$ cat config.mk
export PLATFORM = sky130hd
export DESIGN_NAME = bitop_unit
export DESIGN_NICKNAME = d
export VERILOG_FILES = /design/src/rtl/bitop_pkg.sv /design/src/rtl/bitop_index_sel.sv /design/src/rtl/bitop_mask_dec.sv /design/src/rtl/bitop_core.sv /design/src/rtl/bitop_unit.sv
export SDC_FILE = /design/constraint.sdc
export NUM_CORES = 1
export LEC_CHECK = 0
export ABC_AREA = 1
export CAP_MARGIN = 20
export CORE_MARGIN = 8
export CORE_UTILIZATION = 54
export CTS_BUF_LIST = sky130_fd_sc_hd__clkbuf_4 sky130_fd_sc_hd__clkbuf_8 sky130_fd_sc_hd__clkbuf_16
export CTS_CLUSTER_DIAMETER = 200
export DETAILED_ROUTE_END_ITERATION = 8
export PLACE_DENSITY = 0.94
export SYNTH_ARGS = -nofsm -noshare
export SYNTH_HDL_FRONTEND = slang
export SYNTH_SLANG_ARGS = --single-unit
$ cat constraint.sdc
create_clock -name clk_i -period 1.3 [get_ports clk_i]
set_input_delay 0.26 -clock clk_i [delete_from_list [all_inputs] [get_ports clk_i]]
set_output_delay 0.26 -clock clk_i [all_outputs]
set_load 0.05 [all_outputs]
$ cat src/rtl/bitop_pkg.sv
package bitop_pkg;
  localparam int OP_W = 4;

  typedef enum logic [OP_W-1:0] {
    OP_SET  = 4'd0,
    OP_CLR  = 4'd1,
    OP_INV  = 4'd2,
    OP_TST  = 4'd3,
    OP_LD   = 4'd4,
    OP_LDN  = 4'd5,
    OP_ST   = 4'd6,
    OP_STN  = 4'd7,
    OP_AND  = 4'd8,
    OP_ANDN = 4'd9,
    OP_OR   = 4'd10,
    OP_ORN  = 4'd11,
    OP_XOR  = 4'd12,
    OP_XORN = 4'd13
  } bitop_op_e;

  typedef struct packed {
    logic wr;
    logic carry;
    logic zero;
  } bitop_flags_t;
endpackage

$ cat src/rtl/bitop_index_sel.sv
module bitop_index_sel #(
  parameter int DATA_W = 8,
  parameter int IDX_W  = $clog2(DATA_W)
) (
  input  logic              sel_reg_i,
  input  logic [IDX_W-1:0]  imm_i,
  input  logic [DATA_W-1:0] reg_i,
  output logic [IDX_W-1:0]  idx_o
);
  // upper register bits are don't-care for the position
  logic unused_hi;
  assign unused_hi = ^reg_i[DATA_W-1:IDX_W];

  assign idx_o = sel_reg_i ? reg_i[IDX_W-1:0] : imm_i;
endmodule

$ cat src/rtl/bitop_mask_dec.sv
module bitop_mask_dec #(
  parameter int DATA_W = 8,
  parameter int IDX_W  = $clog2(DATA_W)
) (
  input  logic [IDX_W-1:0]  idx_i,
  output logic [DATA_W-1:0] mask_o
);
  for (genvar g = 0; g < DATA_W; g++) begin : g_bit
    assign mask_o[g] = (idx_i == IDX_W'(g));
  end
endmodule

$ cat src/rtl/bitop_core.sv
module bitop_core
  import bitop_pkg::*;
#(
  parameter int DATA_W = 8
) (
  input  logic [OP_W-1:0]   op_i,
  input  logic [DATA_W-1:0] byte_i,
  input  logic [DATA_W-1:0] mask_i,
  input  logic              carry_i,
  input  logic              zero_i,
  output logic [DATA_W-1:0] byte_o,
  output bitop_flags_t      flags_o
);
  logic      bit_sel;
  bitop_op_e op;

  assign bit_sel = |(byte_i & mask_i);
  assign op      = bitop_op_e'(op_i);

  always_comb begin
    byte_o        = byte_i;
    flags_o.wr    = 1'b0;
    flags_o.carry = carry_i;
    flags_o.zero  = zero_i;
    case (op)
      OP_SET:  begin byte_o = byte_i | mask_i;  flags_o.wr = 1'b1; end
      OP_CLR:  begin byte_o = byte_i & ~mask_i; flags_o.wr = 1'b1; end
      OP_INV:  begin byte_o = byte_i ^ mask_i;  flags_o.wr = 1'b1; end
      OP_ST:   begin
        byte_o     = carry_i ? (byte_i | mask_i) : (byte_i & ~mask_i);
        flags_o.wr = 1'b1;
      end
      OP_STN:  begin
        byte_o     = carry_i ? (byte_i & ~mask_i) : (byte_i | mask_i);
        flags_o.wr = 1'b1;
      end
      OP_TST:  flags_o.zero  = ~bit_sel;
      OP_LD:   flags_o.carry = bit_sel;
      OP_LDN:  flags_o.carry = ~bit_sel;
      OP_AND:  flags_o.carry = carry_i & bit_sel;
      OP_ANDN: flags_o.carry = carry_i & ~bit_sel;
      OP_OR:   flags_o.carry = carry_i | bit_sel;
      OP_ORN:  flags_o.carry = carry_i | ~bit_sel;
      OP_XOR:  flags_o.carry = carry_i ^ bit_sel;
      OP_XORN: flags_o.carry = carry_i ^ ~bit_sel;
      default: ;
    endcase
  end
endmodule

$ cat src/rtl/bitop_unit.sv
module bitop_unit
  import bitop_pkg::*;
#(
  parameter  int DATA_W = 8,
  localparam int IDX_W  = $clog2(DATA_W)
) (
  input  logic              clk_i,
  input  logic              rst_ni,
  input  logic              valid_i,
  input  logic [OP_W-1:0]   op_i,
  input  logic [DATA_W-1:0] byte_i,
  input  logic              idx_sel_reg_i,
  input  logic [IDX_W-1:0]  idx_imm_i,
  input  logic [DATA_W-1:0] idx_reg_i,
  input  logic              carry_i,
  input  logic              zero_i,
  output logic              valid_o,
  output logic              wr_en_o,
  output logic [DATA_W-1:0] byte_o,
  output logic              carry_o,
  output logic              zero_o
);
  logic [IDX_W-1:0]  idx;
  logic [DATA_W-1:0] mask;
  logic [DATA_W-1:0] byte_nx;
  bitop_flags_t      flags_nx;

  bitop_index_sel #(.DATA_W(DATA_W), .IDX_W(IDX_W)) u_idx (
    .sel_reg_i (idx_sel_reg_i),
    .imm_i     (idx_imm_i),
    .reg_i     (idx_reg_i),
    .idx_o     (idx)
  );

  bitop_mask_dec #(.DATA_W(DATA_W), .IDX_W(IDX_W)) u_dec (
    .idx_i  (idx),
    .mask_o (mask)
  );

  bitop_core #(.DATA_W(DATA_W)) u_core (
    .op_i    (op_i),
    .byte_i  (byte_i),
    .mask_i  (mask),
    .carry_i (carry_i),
    .zero_i  (zero_i),
    .byte_o  (byte_nx),
    .flags_o (flags_nx)
  );

  always_ff @(posedge clk_i or negedge rst_ni) begin
    if (!rst_ni) begin
      valid_o <= 1'b0;
      wr_en_o <= 1'b0;
      byte_o  <= '0;
      carry_o <= 1'b0;
      zero_o  <= 1'b0;
    end else if (valid_i) begin
      valid_o <= 1'b1;
      wr_en_o <= flags_nx.wr;
      byte_o  <= byte_nx;
      carry_o <= flags_nx.carry;
      zero_o  <= flags_nx.zero;
    end else begin
      valid_o <= 1'b0;
      wr_en_o <= 1'b0;
    end
  end

  assert_idle_quiet_R10: assert property (@(posedge clk_i) disable iff (!rst_ni)
    !valid_i |=> !valid_o && !wr_en_o);

  assert_idle_hold_R10: assert property (@(posedge clk_i) disable iff (!rst_ni)
    !valid_i |=> $stable(byte_o) && $stable(carry_o) && $stable(zero_o));

  assert_single_bit_R3: assert property (@(posedge clk_i) disable iff (!rst_ni)
    valid_i && (op_i <= 4'd2) |=> wr_en_o
      && ($countones(byte_o ^ $past(byte_i)) <= 1)
      && (carry_o == $past(carry_i)) && (zero_o == $past(zero_i)));

  assert_store_flags_R4: assert property (@(posedge clk_i) disable iff (!rst_ni)
    valid_i && (op_i == 4'd6 || op_i == 4'd7) |=> wr_en_o
      && ($countones(byte_o ^ $past(byte_i)) <= 1)
      && (carry_o == $past(carry_i)) && (zero_o == $past(zero_i)));

  assert_test_keeps_carry_R7: assert property (@(posedge clk_i) disable iff (!rst_ni)
    valid_i && (op_i == 4'd3) |=> !wr_en_o
      && (byte_o == $past(byte_i)) && (carry_o == $past(carry_i)));

  assert_logic_no_write_R6: assert property (@(posedge clk_i) disable iff (!rst_ni)
    valid_i && (op_i >= 4'd8) && (op_i <= 4'd13) |=> !wr_en_o
      && (byte_o == $past(byte_i)) && (zero_o == $past(zero_i)));

  assert_unused_pass_R9: assert property (@(posedge clk_i) disable iff (!rst_ni)
    valid_i && (op_i >= 4'd14) |=> valid_o && !wr_en_o
      && (byte_o == $past(byte_i)) && (carry_o == $past(carry_i))
      && (zero_o == $past(zero_i)));
endmodule

==> results of run 1 <==
metrics by stage:
| step | hold WS [ns] | util (%) | instance area [µm²] | worst slack (ns) |
|---|---|---|---|---|
| after global placement | 0.5235 | 90.25 | 2688 | -1.141 |
| after detailed placement | 0.5286 | 90.25 | 2688 | -1.393 |
| after floorplan | -0.03559 | - | 1725 | -0.4243 |
kinds of logic after synthesis:
group / count (synthesis) / share of synthesized area [%]
adders and majority gates: 24 / 18.36
and+or+nand+nor: 142 / 37.34
AOI/OAI and AO/OA: 37 / 13.01
DFF: 12 / 18.36
buffers and inverters: 54 / 12.93
==> metrics, run 1 <==
status stopped before the end; failing step clock tree synthesis (4_1_cts); error msg [ERROR DPL-0038] Utilization greater than 100%, impossible to legalize; most common cell in the synthesized netlist nand2_1; Initial Util 54.92%; Die Y 71.03 µm; area of the mapped netlist 1635 µm²; Mapped Cells 269; syn_area_per_cell 6.079 µm²; # IOs 41; synthesized flop and latch total 12; Synth Flop Type dfrtp_1; Max H-tree Level 1; top cells by area, synth dfrtp_1 18%, ha_1 18%, nand2_1 17%; GPL Wtd Cong 0.9412; top cell type's share of synthesized area 18.36%; CTS resizes 89; Netlist cell types 22; Sinks on Clock Net 12; total placed cells including tap cells 395; syn nets 322; CTS max path bufs 2; async set-reset flop share out of synthesis 100.0%; yosys warns 0; CTS Buf Count 3; Hold-fix buffers, CTS 0; number of synthesized flops with an enable pin 0; FP Rows 20; root buf cell clkbuf_4; Synth top cells by count 76 x nand2_1, 43 x inv_1, 31 x nand3_1; IO Port Bufs 35; Die Wd 71.03 µm; Seq/Total Area, Yosys 18.36%; HPWL after DPL 5.631 mm; leading area contributor after synthesis dfrtp_1; post-CTS setup buffer count 17
==> inputs of run 2 (changes only) <==
- CORE_UTILIZATION: 54 -> 40
- CTS_BUF_LIST: sky130_fd_sc_hd__clkbuf_4 sky130_fd_sc_hd__clkbuf_8 sky130_fd_sc_hd__clkbuf_16 -> not set
- CTS_CLUSTER_DIAMETER: 200 -> not set
- PLACE_DENSITY: 0.94 -> not set
- PLACE_DENSITY_LB_ADDON: not set -> 0.15
==> metrics, run 2 <==
vias per cell 5.169; Synth Flop Type dfrtp_1; maximum vdd drop 295.2 µV; Netlist cell types 22; root buf cell clkbuf_8; GRT overflow 0; IO Port Bufs 35; area of the mapped netlist 1635 µm²; slew at the pin closest to its max-slew limit 0.3233 ns; wire per inst 15.46 µm; fin crit period 1.841 ns; async set-reset flop share out of synthesis 100.0%; CTS Buf Count 3; Final #Nets 430; max reg flops 8; Final Cell Area 3212 µm²; synthesized flop and latch total 12; Final ANT Viol Nets 0; WL final 6.571 mm; CP Launch Type primary input; drt drc 0; total number of vias 2197; syn nets 322; Finished Layout Cells 425; vias in the first global route 2259; area of the core 3971 µm²; Slowest-stage cell, CP o21ai_4; pwr/cell area 629.0 nW/µm²; HPWL after DPL 4.102 mm; Die Wd 79.94 µm; yosys warns 0; max-cap violations 0; leading area contributor after synthesis dfrtp_1; total leakage power 1.587 nW; area added between synthesis and finish 96.40%; worst skew pair latency 0.23 ns; worst clock skew 0 ns; maximum fanout along the worst path 6; most common cell in the synthesized netlist nand2_1; commonest non-fill, non-tap cell in the layout nand2_1; die area 6390 µm²; Die Y 79.94 µm; crit path kind primary input to flip-flop; worst-path cell chain buf_8, buf_12, o21ai_4, clkinv_4, nand3_4, inv_4, ha_4, nor2_4, nand2_4, nor2_4, nand2_2, nand3_2, nand2_1, inv_1, nand3_1, nand2_1, nand2_1; total track usage 19.08%; Reg2Reg Depth 4; Critical Path End Type flip-flop; ant diodes 0; R2R Path Start byte_o[7]; status complete, but fails checks; share of post-route cells with drive strength above 1 42.67%; Max H-tree Level 1; Hold-fix buffers, CTS 0; # IOs 41; FP Rows 23; RSZ-0062 raised after global routing true; Worst Setup SP idx_sel_reg_i; 1st-iter DRT viols 137; top cell type's share of synthesized area 18.36%; Initial Util 41.18%; Mapped Cells 269; CTS tree done; Final Max Slew Viols 0; max_slew headroom 78.37%; Seq/Total Area, Yosys 18.36%; Worst Slack Setup Final -0.5412 ns; Top reg by flops byte_o; first-pass GRT wire length 9.853 mm; CP max stage delay 0.19 ns; Sinks on Clock Net 12; DR pass1 iterations 5; failing checks setup timing; Clock transition at path regs 0.04 ns; total placed cells including tap cells 407; final period utilization 141.6%; FMAX 543.1 MHz; initial antenna violation count 0; syn_area_per_cell 6.079 µm²; worst path arrival time 1.97 ns; Req. time, crit path 1.42 ns; most used cell, CP nand2_1; commonest cells after routing, fill and taps aside 64 x nand2_1, 56 x buf_4, 34 x inv_1; largest net degree at the start of global routing 13; Hold Fails Final Rpt 0; Synth top cells by count 76 x nand2_1, 43 x inv_1, 31 x nand3_1; Worst Hold Class primary input to async pin; CTS max path bufs 2; GPL Wtd Cong 0.9382; DP Area 2671 µm²; final setup vio count 10; number of synthesized flops with an enable pin 0; top cells by area, synth dfrtp_1 18%, ha_1 18%, nand2_1 17%
run 2: cell counts after synthesis:
Identical to the previous run, type by type.
run 2: worst max-delay path: cells and delay by family:
| kind | cells | cell delay, ns |
|---|---|---|
| compound gates | 1 | 0.19 |
| fa+ha+maj | 1 | 0.15 |
| buf+inv | 5 | 0.47 |
| simple gates | 10 | 0.90 |
run 2: worst paths after layout:
| kind | to | slack, ns |
|---|---|---|
| hold reg to reg | byte_o[3] | 0.53 |
| hold / removal | byte_o[1] | 0.33 |
| setup / recovery | carry_o | -0.54 |
| max in group asynchronous | byte_o[4] | 0.82 |
| min in group clk_i | byte_o[3] | 0.53 |
| setup reg to reg | byte_o[7] | 0.41 |
run 2: kinds of logic after synthesis:
kind of cell,count (synthesis),share of synthesized area (%)
simple gates,142,37.34
buf+inv,54,12.93
compound gates,37,13.01
fa+ha+maj,24,18.36
flops,12,18.36
run 2: per-stage QoR:
| step | power, mW | setup TNS [ns] | util (%) | setup slack [ns] | hold WS (ns) |
|---|---|---|---|---|---|
| final | 2.020 | -4.291 | 80.88 | -0.5412 | 0.3325 |
| after global routing | 2.133 | -5.044 | 80.88 | -0.6254 | 0.3567 |
| after CTS | 1.914 | -3.240 | 76.75 | -0.4214 | 0.3368 |
| after detailed placement | 1.455 | -10.51 | 67.27 | -1.187 | 0.5245 |
| after global placement | 1.437 | -10.18 | 67.27 | -1.146 | 0.5218 |
| after floorplan | 0.9246 | -1.541 | - | -0.4243 | -0.03559 |
run 2: metal layers:
layer	global-route usage [%]	part of all wire, %
met1	19.28	37
met2	36.30	54
met3	3.378	6.8
met4	9.273	2.3
met5	0	0
run 2: area by class of cell:
class / instances / area, µm²
clock buffers: 3 / 41.29
fillers: 222 / 759.5
inverters: 51 / 221.5
multi-input cells: 203 / 1523
flip-flops and latches: 12 / 300.3
well taps: 50 / 62.56
repair buffers: 106 / 1064
run 2: power by group:
| part | leakage, nW | internal (mW) | switching, mW |
|---|---|---|---|
| Combinational | 1.42 | 0.582 | 0.661 |
| Sequential | 0.147 | 0.418 | 0.0439 |
| Clock | 0.0216 | 0.202 | 0.114 |
run 2: what timing repair did:
action                                  CTS  global route
gates resized for setup                  96            29
buffers inserted                          9             7
pin swaps                                40            20
endpoints found under the setup margin   11            10
gates cloned                              1             0
Note: power is estimated with default switching activity, not from simulation.
==> inputs of run 3 (changes only) <==
- CAP_MARGIN: 20 -> 10
- CORE_AREA: not set -> 8 8 69 71
- CORE_MARGIN: 8 -> not set
- CORE_UTILIZATION: 40 -> not set
- DIE_AREA: not set -> 0 0 77 79
==> metrics, run 3 (same netlist as run 2, synthesis figures left out) <==
IO Port Bufs 35; max_slew headroom 72.36%; status complete, but fails checks; GPL Wtd Cong 0.8917; drt drc 0; FP Rows 23; DR pass1 iterations 5; initial antenna violation count 0; 1st-iter DRT viols 175; FMAX 538.8 MHz; total track usage 18.88%; Clock transition at path regs 0.05 ns; Req. time, crit path 1.43 ns; Die Y 79 µm; max-cap violations 0; total placed cells including tap cells 411; Die Wd 77 µm; total number of vias 2232; total power 2.079 mW; max reg flops 8; Final Max Slew Viols 0; fin crit period 1.856 ns; WL final 6.411 mm; Worst Hold Class primary input to async pin; multi-input logic area 1514 µm²; # IOs 41; vias per cell 5.264; Hold-fix buffers, CTS 0; worst path arrival time 1.98 ns; Initial Util 43.05%; Finished Layout Cells 424; first-pass GRT wire length 9.542 mm; Final #Nets 428; area of the core 3799 µm²; Worst Slack Setup Final -0.5560 ns; GRT overflow 0; CTS Buf Count 3; ant diodes 0; FILL cells 208; Critical Path End Type flip-flop; commonest cells after routing, fill and taps aside 65 x nand2_1, 52 x buf_4, 33 x inv_1; HPWL after DPL 4.221 mm; area added between synthesis and finish 95.18%; CTS tree done; worst clock skew 0 ns; die area 6083 µm²; final setup vio count 10; RSZ-0062 raised after global routing true; total leakage power 1.573 nW; CTS max path bufs 2; Reg2Reg Depth 4; Final ANT Viol Nets 0; pwr/cell area 651.4 nW/µm²; commonest non-fill, non-tap cell in the layout nand2_1; Top reg by flops byte_o; share of post-route cells with drive strength above 1 43.85%; Max H-tree Level 1; wire per inst 15.12 µm; root buf cell clkbuf_8; Sinks on Clock Net 12; Hold Fails Final Rpt 0; failing checks setup timing; worst skew pair latency 0.24 ns; maximum vdd drop 281.7 µV; crit path kind primary input to flip-flop; vias in the first global route 2092; largest net degree at the start of global routing 13; slew at the pin closest to its max-slew limit 0.4103 ns; register area 300.3 µm²; final period utilization 142.8%; CP Launch Type primary input; maximum fanout along the worst path 6
run 3: changes by cell type in the layout (fill, tap and decap cells not counted), moves of 2 or more:
cell / delta
buf_4: -4
ha_2: +3
nand3_2: +3
buf_2: +2
clkdlybuf4s15_1: +2
dlygate4sd2_1: -2
ha_1: -2
nand2_2: -2
nand3_1: -2
nor2_2: +2
run 3: power by group:
part	switching [mW]	internal, mW	leakage, nW	total (mW)
clock	0.138	0.268	0.0288	0.406
combinational	0.645	0.566	1.40	1.21
sequential	0.0449	0.417	0.147	0.462
total	0.828	1.25	1.57	2.08
run 3: critical path, stage by stage:
cell     delay (ns)
buf_8          0.10
buf_8          0.13
buf_6          0.11
o21ai_4        0.28
buf_6          0.15
nand3_2        0.09
ha_1           0.29
inv_1          0.07
o21ai_0        0.11
nor2_1         0.13
nand3_1        0.09
nand2_1        0.11
nand2_1        0.07
run 3: timing repair:
item,4_1_cts,5_1_grt
gates resized for setup,71,54
setup endpoints to repair,11,11
pin swaps,39,39
gates cloned,1,0
setup buffers,7,3
run 3: layout make-up:
cell class                      count  share of cell area, %
Sequential cell                    12                  9.408
Tap cell                           50                  1.960
Inverter                           51                  6.860
Timing Repair Buffer              104                  32.61
Clock buffer                        4                  1.725
Multi-Input combinational cell    203                  47.43
run 3: path summary, 6_finish.rpt:
check	from	end	slack, ns
max in group asynchronous	rst_ni	byte_o[6]	0.84
max	idx_sel_reg_i	byte_o[2]	-0.56
min in group clk_i	byte_o[1]	byte_o[1]	0.53
max reg2reg	byte_o[7]	byte_o[7]	0.48
min	rst_ni	byte_o[7]	0.32
min reg2reg	byte_o[1]	byte_o[1]	0.53
run 3: metrics by stage:
step                setup slack, ns  hold WS [ns]  instance area (µm²)  utilization, %  TNS (ns)
floorplan                   -0.4243      -0.03559                 1725               -    -1.541
global placement             -1.175        0.5237                 2701           71.11    -10.54
detailed placement           -1.264        0.5266                 2701           71.11    -11.01
CTS                         -0.4344        0.3180                 2982           78.49    -3.533
global route                -0.6140        0.3317                 3192           84.03    -4.966
finish                      -0.5560        0.3164                 3192           84.03    -4.093
run 3: per-layer routing:
layer / track usage (%) / vias up / wire (µm)
li1: - / 1058 / -
met1: 20.49 / 1028 / 2361
met2: 36.02 / 114 / 3320
met3: 2.822 / 32 / 421
met4: 7.358 / 0 / 307
met5: 0 / - / 0
==> inputs of run 4 (changes only) <==
- PLACE_DENSITY: not set -> 0.71
- PLACE_DENSITY_LB_ADDON: 0.15 -> not set
==> metrics, run 4 (same netlist as run 2, synthesis figures left out) <==
FP Rows 23; maximum fanout along the worst path 5; GPL Wtd Cong 0.9048; R2R setup slack 0.48 ns; vias per cell 5.556; Sum Neg Setup Slack -4.861 ns; WHS 0.3258 ns; Worst Slack Setup Final -0.6877 ns; CP max stage delay 0.22 ns; CTS Buf Count 3; largest net degree at the start of global routing 13; Final ANT Viol Nets 0; Hold-fix buffers, CTS 0; Final #Nets 444; drt drc 0; root buf cell clkbuf_8; Bufs and invs on worst path 5; maximum vdd drop 279.5 µV; wire per inst 17.15 µm; IO Port Bufs 35; CTS tree done; total track usage 20.05%; 1st-iter DRT viols 185; max-cap violations 0; worst skew pair latency 0.23 ns; Max H-tree Level 1; area added between synthesis and finish 99.08%; vias in the first global route 2210; worst-path cell chain buf_8, buf_8, o21ai_4, inv_4, nand3_4, inv_2, ha_4, nor2_4, nand2_4, nor2_4, nor2_1, nor2_1, nand2_1, inv_1, nand3_1, nand2_1, nand2_1; Top reg by flops byte_o; FMAX 503.1 MHz; crit path kind primary input to flip-flop; max reg flops 8; first-pass GRT wire length 10.05 mm; R2R Path Start byte_o[7]; RSZ-0062 raised after global routing true; fin crit period 1.988 ns; pwr/cell area 642.0 nW/µm²; max_slew headroom 77.68%; Die Wd 77 µm; Critical Path End Type flip-flop; commonest cells after routing, fill and taps aside 68 x buf_4, 61 x nand2_1, 31 x inv_1; Slowest-stage cell, CP o21ai_4; Clock transition at path regs 0.05 ns; DR pass1 iterations 6; final period utilization 152.9%; sequential share of power 22.1%; status complete, but fails checks; failing checks setup timing; critical path endpoint carry_o; die area 6083 µm²; P_sw 0.8538 mW; CP Launch Type primary input; Die Y 79 µm; worst clock skew 0 ns; worst path arrival time 2.11 ns; commonest non-fill, non-tap cell in the layout buf_4; final setup vio count 10; area of the core 3799 µm²; Sw Ratio 40.85%; internal power 1.236 mW; Sinks on Clock Net 12; total number of vias 2439; Reg2Reg Depth 4; Worst Setup SP idx_sel_reg_i; initial antenna violation count 0; Final Util 85.70%; Initial Util 43.05%; HPWL after DPL 4.199 mm; most used cell, CP nand2_1; ant diodes 0; Post-Place Worst Slack -1.222 ns; Worst R2R End byte_o[7]; slew at the pin closest to its max-slew limit 0.3313 ns; power share of the combinational group 62.3%; Crit path depth 17; Req. time, crit path 1.43 ns; Worst Hold Class primary input to async pin; GRT overflow 0; WL final 7.531 mm; Hold Fails Final Rpt 0; share of post-route cells with drive strength above 1 47.04%; Crit path max-delay family simple AND/OR/NAND/NOR gates; CTS max path bufs 2; clock power share 15.5%; # IOs 41; total leakage power 1.644 nW; Final Max Slew Viols 0
[run 4: cell count changes in the layout (fill, tap and decap cells not counted), sizes merged]
cell | previous run | this run
clkdlybuf4s50 | 12 | 11
clkdlybuf4s15 | 4 | 3
buf | 84 | 100
clkbuf | 6 | 4
dlymetal6s2s | 0 | 1
dlygate4sd2 | 2 | 4
[run 4: worst min-delay path by stage]
stage / startpoint / end / cells after the start
6_report: rst_ni / wr_en_o / 2
3_3_place_gp: byte_o[5] / byte_o[5] / 2
5_1_grt: rst_ni / wr_en_o / 2
4_1_cts: rst_ni / wr_en_o / 2
3_5_place_dp: byte_o[5] / byte_o[5] / 2
2_1_floorplan: rst_ni / byte_o[0] / 0
[run 4: metrics by stage]
| stage | total power, mW | instance area [µm²] | cells |
|---|---|---|---|
| after floorplan | 0.9246 | 1725 | 269 |
| after global placement | 1.457 | 2734 | 417 |
| after detailed placement | 1.479 | 2734 | 417 |
| after CTS | 1.925 | 3065 | 432 |
| after global routing | 2.181 | 3256 | 439 |
| final | 2.090 | 3256 | 439 |
[run 4: what timing repair did]
action	CTS	global route
endpoints found under the hold margin	0	0
cloned	1	0
gates resized for setup	82	42
pin swaps	34	24
endpoints found under the setup margin	11	11
setup buffers	11	10
[run 4: final cells by class]
| cell class | instances | area, µm² |
|---|---|---|
| multi-input cells | 203 | 1465 |
| flip-flops and latches | 12 | 300.3 |
| repair buffers | 120 | 1172 |
| well taps | 50 | 62.56 |
| inverters | 51 | 214.0 |
| clock buffers | 3 | 41.29 |
| fillers | 204 | 543.0 |
[run 4: power groups by stage]
stage	clock (mW)	sequential, mW	combinational, mW
after floorplan	0	0.595	0.330
after global placement	0	0.466	0.991
after detailed placement	0	0.469	1.01
after CTS	0.327	0.463	1.14
after global routing	0.341	0.469	1.37
final	0.324	0.463	1.30
[run 4: routing by layer]
| layer | wire, µm | share of wire [%] | vias up | GRT usage [%] |
|---|---|---|---|---|
| met5 | 0 | 0 | - | 0 |
| met4 | 363 | 4.8 | 0 | 9.811 |
| met1 | 2848 | 38 | 1098 | 20.99 |
| li1 | - | - | 1098 | - |
| met3 | 618 | 8.2 | 43 | 4.063 |
| met2 | 3700 | 49 | 200 | 37.55 |
